## src/rtl/uart_framer_pkg.sv

```systemverilog
package uart_framer_pkg;

  localparam int CFG_LEN8_BIT   = 0;
  localparam int CFG_STOP2_BIT  = 1;
  localparam int CFG_PAREN_BIT  = 2;
  localparam int CFG_PARODD_BIT = 4;
  localparam int FRAME_BITS_MAX = 12;
  localparam int FRAME_CNT_W    = $clog2(FRAME_BITS_MAX + 1);

  typedef struct packed {
    logic len8;
    logic stop2;
    logic par_en;
    logic par_odd;
  } frame_cfg_t;

  typedef enum logic [1:0] {RX_IDLE, RX_START, RX_BITS} rx_state_t;

  function automatic frame_cfg_t decode_cfg(input logic [7:0] c);
    frame_cfg_t f;
    f.len8    = c[CFG_LEN8_BIT];
    f.stop2   = c[CFG_STOP2_BIT];
    f.par_en  = c[CFG_PAREN_BIT];
    f.par_odd = c[CFG_PARODD_BIT];
    return f;
  endfunction

  function automatic logic [FRAME_CNT_W-1:0] data_bits(input frame_cfg_t f);
    return f.len8 ? FRAME_CNT_W'(8) : FRAME_CNT_W'(7);
  endfunction

  // start + data + parity + stop(s)
  function automatic logic [FRAME_CNT_W-1:0] frame_bits(input frame_cfg_t f);
    return FRAME_CNT_W'(1) + data_bits(f) + FRAME_CNT_W'(f.par_en)
           + (f.stop2 ? FRAME_CNT_W'(2) : FRAME_CNT_W'(1));
  endfunction

  function automatic logic parity_of(input logic [7:0] d, input frame_cfg_t f);
    logic [7:0] m;
    m = f.len8 ? d : {1'b0, d[6:0]};
    return (^m) ^ f.par_odd;
  endfunction

  // Bit 0 leaves the wire first; unused upper positions stay high (stop level).
  function automatic logic [FRAME_BITS_MAX-1:0] build_frame(input logic [7:0] d,
                                                            input frame_cfg_t f);
    logic [FRAME_BITS_MAX-1:0] fr;
    logic p;
    p      = parity_of(d, f);
    fr     = '1;
    fr[0]  = 1'b0;
    fr[7:1] = d[6:0];
    if (f.len8) begin
      fr[8] = d[7];
      if (f.par_en) fr[9] = p;
    end else if (f.par_en) begin
      fr[8] = p;
    end
    return fr;
  endfunction

endpackage

```

## src/rtl/uart_baud_gen.sv

```systemverilog
module uart_baud_gen #(
  parameter int DIV_W = 16
) (
  input  logic             clk,
  input  logic             rst_n,
  input  logic             clear,
  input  logic [DIV_W-1:0] div,
  output logic             tick
);
  logic [DIV_W-1:0] cnt;

  assign tick = (cnt == div);

  always_ff @(posedge clk) begin
    if (!rst_n)            cnt <= '0;
    else if (clear || tick) cnt <= '0;
    else                   cnt <= cnt + 1'b1;
  end

  // ticks are spaced by div+1 clocks, never back to back
  p_tick_gap_r1: assert property (@(posedge clk) disable iff (!rst_n)
    (tick && div != '0) |=> !tick);

endmodule

```

## src/rtl/uart_tx.sv

```systemverilog
module uart_tx
  import uart_framer_pkg::*;
#(
  parameter int OS = 16
) (
  input  logic       clk,
  input  logic       rst_n,
  input  logic       tick,
  input  logic [7:0] cfg_byte,
  input  logic       tx_valid,
  input  logic [7:0] tx_data,
  output logic       tx_ready,
  output logic       load,
  output logic       tx_line,
  output logic       tx_idle
);
  localparam int OS_W = $clog2(OS);

  logic                      active;
  logic [FRAME_BITS_MAX-1:0] shreg;
  logic [FRAME_CNT_W-1:0]    bits_left;
  logic [OS_W-1:0]           os;
  logic                      bit_end;
  logic                      frame_end;
  frame_cfg_t                fcfg;

  assign fcfg      = decode_cfg(cfg_byte);
  assign bit_end   = active && tick && (os == OS_W'(OS - 1));
  assign frame_end = bit_end && (bits_left == FRAME_CNT_W'(1));
  assign tx_ready  = !active || frame_end;
  assign load      = tx_valid && tx_ready;
  assign tx_line   = shreg[0];
  assign tx_idle   = !active;

  always_ff @(posedge clk) begin
    if (!rst_n) begin
      active    <= 1'b0;
      shreg     <= '1;
      bits_left <= '0;
      os        <= '0;
    end else if (load) begin
      active    <= 1'b1;
      shreg     <= build_frame(tx_data, fcfg);
      bits_left <= frame_bits(fcfg);
      os        <= '0;
    end else if (frame_end) begin
      active    <= 1'b0;
      shreg     <= '1;
      bits_left <= '0;
      os        <= '0;
    end else if (bit_end) begin
      shreg     <= {1'b1, shreg[FRAME_BITS_MAX-1:1]};
      bits_left <= bits_left - 1'b1;
      os        <= '0;
    end else if (active && tick) begin
      os        <= os + 1'b1;
    end
  end

  // an accepted byte drives the start bit from the next cycle
  p_start_low_r5: assert property (@(posedge clk) disable iff (!rst_n)
    load |=> !tx_line);
  // transmitter reports busy right after acceptance
  p_busy_after_load_r7: assert property (@(posedge clk) disable iff (!rst_n)
    load |=> !tx_idle);
  // the line only moves on a bit boundary
  p_hold_between_ticks_r1: assert property (@(posedge clk) disable iff (!rst_n)
    (active && !tick) |=> $stable(tx_line));
  // a byte waiting at the frame end continues without an idle gap
  p_back_to_back_r6: assert property (@(posedge clk) disable iff (!rst_n)
    (frame_end && tx_valid) |=> (!tx_idle && !tx_line));

endmodule

```

## src/rtl/uart_rx.sv

```systemverilog
module uart_rx
  import uart_framer_pkg::*;
#(
  parameter int OS = 16
) (
  input  logic       clk,
  input  logic       rst_n,
  input  logic       tick,
  input  logic [7:0] cfg_byte,
  input  logic       rx_line,
  output logic       clear,
  output logic       rx_valid,
  output logic [7:0] rx_data,
  output logic       rx_parity_err,
  output logic       rx_frame_err
);
  localparam int OS_W = $clog2(OS);

  logic                   s1, s2, s3;
  rx_state_t              st;
  frame_cfg_t             fcfg;
  logic [OS_W-1:0]        os;
  logic [FRAME_CNT_W-1:0] idx;
  logic [FRAME_CNT_W-1:0] nd;
  logic [7:0]             shd;
  logic                   parbit;
  logic                   fall;
  logic                   mid_start;
  logic                   mid_bit;
  logic [7:0]             dout;

  assign fall      = (st == RX_IDLE) && s3 && !s2;
  assign clear     = fall;
  assign mid_start = (st == RX_START) && tick && (os == OS_W'(OS / 2 - 1));
  assign mid_bit   = (st == RX_BITS) && tick && (os == OS_W'(OS - 1));
  assign nd        = data_bits(fcfg);
  assign dout      = fcfg.len8 ? shd : {1'b0, shd[7:1]};

  always_ff @(posedge clk) begin
    if (!rst_n) begin
      s1 <= 1'b1;
      s2 <= 1'b1;
      s3 <= 1'b1;
    end else begin
      s1 <= rx_line;
      s2 <= s1;
      s3 <= s2;
    end
  end

  always_ff @(posedge clk) begin
    if (!rst_n) begin
      st            <= RX_IDLE;
      fcfg          <= '0;
      os            <= '0;
      idx           <= '0;
      shd           <= '0;
      parbit        <= 1'b0;
      rx_valid      <= 1'b0;
      rx_data       <= '0;
      rx_parity_err <= 1'b0;
      rx_frame_err  <= 1'b0;
    end else begin
      rx_valid <= 1'b0;
      case (st)
        RX_IDLE: begin
          if (fall) begin
            st   <= RX_START;
            fcfg <= decode_cfg(cfg_byte);
            os   <= '0;
          end
        end
        RX_START: begin
          if (mid_start) begin
            os  <= '0;
            idx <= '0;
            st  <= s2 ? RX_IDLE : RX_BITS;
          end else if (tick) begin
            os <= os + 1'b1;
          end
        end
        RX_BITS: begin
          if (mid_bit) begin
            os  <= '0;
            idx <= idx + 1'b1;
            if (idx < nd) begin
              shd <= {s2, shd[7:1]};
            end else if (fcfg.par_en && idx == nd) begin
              parbit <= s2;
            end else begin
              st            <= RX_IDLE;
              rx_valid      <= 1'b1;
              rx_data       <= dout;
              rx_parity_err <= fcfg.par_en && (parbit != parity_of(dout, fcfg));
              rx_frame_err  <= !s2;
            end
          end else if (tick) begin
            os <= os + 1'b1;
          end
        end
        default: st <= RX_IDLE;
      endcase
    end
  end

  // each received byte is flagged for exactly one cycle
  p_valid_single_r8: assert property (@(posedge clk) disable iff (!rst_n)
    rx_valid |=> !rx_valid);
  // no parity error can be reported for a frame without parity
  p_no_parity_no_err_r9: assert property (@(posedge clk) disable iff (!rst_n)
    (rx_valid && !fcfg.par_en) |-> !rx_parity_err);
  // framing flag mirrors the synchronised line at the stop sample
  p_frame_err_stop_r10: assert property (@(posedge clk) disable iff (!rst_n)
    rx_valid |-> (rx_frame_err == !$past(s2)));
  // a frame is only accepted after the start bit was confirmed low
  p_confirm_low_r8: assert property (@(posedge clk) disable iff (!rst_n)
    (mid_start && s2) |=> (st == RX_IDLE));

endmodule

```

## src/rtl/uart_framer.sv

```systemverilog
module uart_framer #(
  parameter int DIV_W = 16,
  parameter int OS    = 16
) (
  input  logic              clk,
  input  logic              rst_n,
  input  logic [7:0]        div_lo,
  input  logic [DIV_W-9:0]  div_hi,
  input  logic [7:0]        cfg,
  input  logic              tx_valid,
  input  logic [7:0]        tx_data,
  output logic              tx_ready,
  output logic              tx_line,
  output logic              tx_idle,
  input  logic              rx_line,
  output logic              rx_valid,
  output logic [7:0]        rx_data,
  output logic              rx_parity_err,
  output logic              rx_frame_err
);
  logic [DIV_W-1:0] div;
  logic             tx_tick, tx_load;
  logic             rx_tick, rx_clear;

  assign div = {div_hi, div_lo};

  uart_baud_gen #(.DIV_W(DIV_W)) u_tx_baud (
    .clk(clk), .rst_n(rst_n), .clear(tx_load), .div(div), .tick(tx_tick)
  );

  uart_baud_gen #(.DIV_W(DIV_W)) u_rx_baud (
    .clk(clk), .rst_n(rst_n), .clear(rx_clear), .div(div), .tick(rx_tick)
  );

  uart_tx #(.OS(OS)) u_tx (
    .clk(clk), .rst_n(rst_n), .tick(tx_tick), .cfg_byte(cfg),
    .tx_valid(tx_valid), .tx_data(tx_data), .tx_ready(tx_ready),
    .load(tx_load), .tx_line(tx_line), .tx_idle(tx_idle)
  );

  uart_rx #(.OS(OS)) u_rx (
    .clk(clk), .rst_n(rst_n), .tick(rx_tick), .cfg_byte(cfg),
    .rx_line(rx_line), .clear(rx_clear), .rx_valid(rx_valid),
    .rx_data(rx_data), .rx_parity_err(rx_parity_err),
    .rx_frame_err(rx_frame_err)
  );

endmodule

```

## config.mk

```make
export PLATFORM = sky130hd
export DESIGN_NAME = uart_framer
export DESIGN_NICKNAME = d
export VERILOG_FILES = /design/src/rtl/uart_framer_pkg.sv /design/src/rtl/uart_baud_gen.sv /design/src/rtl/uart_tx.sv /design/src/rtl/uart_rx.sv /design/src/rtl/uart_framer.sv
export SDC_FILE = /design/constraint.sdc
export NUM_CORES = 1
export LEC_CHECK = 0
export ABC_AREA = 1
export BUFFER_PORTS_ARGS = -buffer_cell sky130_fd_sc_hd__buf_2
export CAP_MARGIN = 40
export CORE_MARGIN = 4
export CORE_UTILIZATION = 60
export CTS_BUF_LIST = sky130_fd_sc_hd__clkbuf_16
export DETAILED_ROUTE_END_ITERATION = 10
export PLACE_DENSITY = 0.81
export SLEW_MARGIN = 40
export SYNTH_ARGS = -nofsm -noshare
export SYNTH_HDL_FRONTEND = slang
export SYNTH_SLANG_ARGS = --single-unit
```

## constraint.sdc

```tcl
create_clock -name clk -period 2.7 [get_ports clk]
set_input_delay 0.54 -clock clk [delete_from_list [all_inputs] [get_ports clk]]
set_output_delay 0.54 -clock clk [all_outputs]
set_load 0.05 [all_outputs]
```

==> results.json <==
{
  "grt_pass1_wl_mm": 19.4,
  "path_class": "register to output port",
  "portBuffers": 45,
  "cp-end-kind": "output port",
  "synth.distinct_cells": 46,
  "area_growth_pct": 12.6,
  "p_per_area_nw_per_um2": 607,
  "seq_area_um2": 1740,
  "cts_buffer_depth": 2,
  "synth_area_um2": 5340,
  "viasPerCell": 5.23,
  "start_util": 0.615,
  "status": "finished clean",
  "dpl.hpwl_mm": 8.31,
  "ys_top_cells_by_area": "dfxtp_1 (33%), nand2_1 (12%), inv_1 (8.7%)",
  "ys_dominant_reg_cell": "dfxtp_1",
  "whs_ps": 413,
  "tritoncts": "yes",
  "intPower_mw": 2.59,
  "globalplace.congestion": 0.828,
  "finalCriticalPeriod_ps": 2500,
  "core_area_um2": 8680,
  "drtPass1Iterations": 5,
  "num_io_pins": 50,
  "die_area_um2": 10500,
  "setup_viol": 0,
  "worstPathMaxFanout": 5,
  "synth_edf_count": 0,
  "fillers": 705,
  "netlist_instances": 777,
  "synth.yosys.warnings": 0,
  "finalMaxSlewViolations": 0,
  "seqPwrFrac": 0.376,
  "grt_usage": 0.226,
  "final_cell_mix": "nand2_1 (170), inv_1 (123), dfxtp_1 (87), nor2_1 (60), nand3_1 (55)",
  "skew_ps": 6.05,
  "synth-seq-cells": 87,
  "clkTransAtPathRegs_ps": 60,
  "worstMarginPinSlew_ps": 479,
  "crit_arrival_ps": 1960,
  "die_w_um": 102,
  "cts_resized": 0,
  "routedWlPerCell_um": 12.1,
  "p_sw_frac": 0.288,
  "syn_avg_cell_area_um2": 6.87,
  "layout-drive-gt1-share": 0.143,
  "diodes": 0,
  "fp-row-count": 34,
  "remaining_drc_errors": 0,
  "cts.sink_count": 87,
  "nets": 876,
  "maxCapViolations": 0,
  "max_slew_margin": 0.680,
  "cts_setup_buffers": 0,
  "vdd_ir_drop_max_uv": 527,
  "die_y_um": 102,
  "rsz0062_at_grt": "false",
  "grt_antenna_before_repair": 0,
  "antenna_left": 0,
  "seq_area_frac_synth": 0.326,
  "switching_power_mw": 1.05,
  "synth_top_area_frac": 0.326,
  "worstPathRequired_ps": 2160,
  "multi_input_area_um2": 2960,
  "final.period_utilization": 0.927,
  "combPwrFrac": 0.205,
  "htree_levels": 3,
  "synth_fp_nets": 832,
  "vias": 4885,
  "grt_pass1_vias": 4482,
  "wl_mm": 11.3,
  "final_common_cell": "nand2_1",
  "overflow": 0,
  "fin_setup_tns_ps": 0,
  "clkPwrFrac": 0.420,
  "hold_buffers": 0,
  "synth_top_area_cell": "dfxtp_1",
  "insertion_delay_ps": 340,
  "drt_iter0_drc": 213,
  "worst_setup_path_start_kind": "register",
  "hold_class": "input port to register",
  "numCtsBuffers": 9,
  "clockRootBuffer": "clkbuf_16",
  "fmax_mhz": 399,
  "async_flop_share": 0,
  "leakage_nw": 2.81,
  "grt_start_max_net_pins": 40,
  "hold_violations": 0
}
final timing paths:
path	from	end	slack, ps	cells past startpoint
setup / recovery	u_tx_baud.cnt[14]	tx_ready	200	8
hold / removal	rst_n	u_rx.s3	410	2
setup reg to reg	u_tx_baud.cnt[14]	u_tx_baud.cnt[7]	650	11
hold reg to reg	u_rx.s1	u_rx.s2	410	1
flip-flops by register name (all words and copies together), names as in the netlist:
register / count
u_tx.os: 4
u_rx.rx_frame_err: 1
u_tx.active: 1
u_tx.bits_left: 4
u_rx.rx_parity_err: 1
u_rx.s2: 1
u_rx.fcfg: 3
u_rx.s3: 1
u_rx.st: 2
u_rx.parbit: 1
u_rx.shd: 8
u_rx.rx_valid: 1
u_rx.os: 4
u_tx_baud.cnt: 16
u_rx.s1: 1
u_rx.rx_data: 8
u_rx_baud.cnt: 16
u_rx.idx: 4
u_tx.shreg: 10
cells in the mapped netlist, types with 2 or more instances:
library cell / n
xnor2_1: 16
nand2_1: 170
buf_2: 7
o21ai_1: 4
buf_6: 2
buf_4: 2
clkbuf_1: 8
nand3b_1: 8
xor2_1: 27
nand4_1: 12
o21ai_0: 34
and2_1: 2
nor3_1: 13
a31oi_1: 2
nor2_2: 4
inv_2: 11
nand2_4: 3
ha_1: 19
nor3b_1: 5
a21oi_1: 48
nand2_2: 4
nor3_2: 6
o21a_1: 2
or2_0: 4
o21ai_2: 2
o211ai_1: 11
a21oi_2: 4
or2_2: 4
inv_1: 123
dfxtp_1: 87
nor2_1: 60
nand3_2: 5
nand3_1: 55
stage by stage:
stage	instance area [um^2]	total power [mW]	cells	worst slack [ps]	util
3_3_place_gp	5640	2.09	918	337	0.650
2_1_floorplan	5340	1.95	777	654	-
6_report	6010	3.64	934	196	0.692
4_1_cts	6010	3.65	934	189	0.692
3_5_place_dp	5640	2.13	918	329	0.650
5_1_grt	6010	3.81	934	28.5	0.692
power by group through the flow:
stage | Sequential [mW] | Combinational [mW] | Clock [mW]
floorplan | 1.39 | 0.557 | 0
global placement | 1.39 | 0.697 | 0
detailed placement | 1.40 | 0.729 | 0
CTS | 1.37 | 0.739 | 1.54
global route | 1.37 | 0.843 | 1.60
finish | 1.37 | 0.745 | 1.53
routing by layer:
metal  track usage  vias up  share of wire
met1         0.288     2203           0.46
met5             0        -              0
met2         0.386      111           0.48
met4        0.0838        0          0.016
met3        0.0355       17          0.042
li1              -     2554              -
area by class of cell:
type	instances	area share
clock inverter	7	0.0242
tap	108	0.0225
timing repair buffer	54	0.0487
clock buffer	9	0.0375
inverter	134	0.0837
multi-input combinational	535	0.493
sequential	87	0.290
cells by family (layout without fill, tap and decap cells):
group,count (synthesis),count (layout),share of synthesized area
buffers and inverters,155,204,0.118
xor gates and xnor gates,43,43,0.0706
AOI/OAI and AO/OA,111,111,0.120
DFF,87,87,0.326
and+or+nand+nor,362,362,0.321
adders and majority gates,19,19,0.0445
worst max-delay path, stage by stage, from the launching register on:
cell and delay (ps):
dfxtp_1 450, xnor2_1 160, nand2_1 90, nor2_1 140
nand2_1 80, nor2_2 190, nand4_1 150, nand2_2 110
buf_2 260
(Power assumes the default switching activity.)
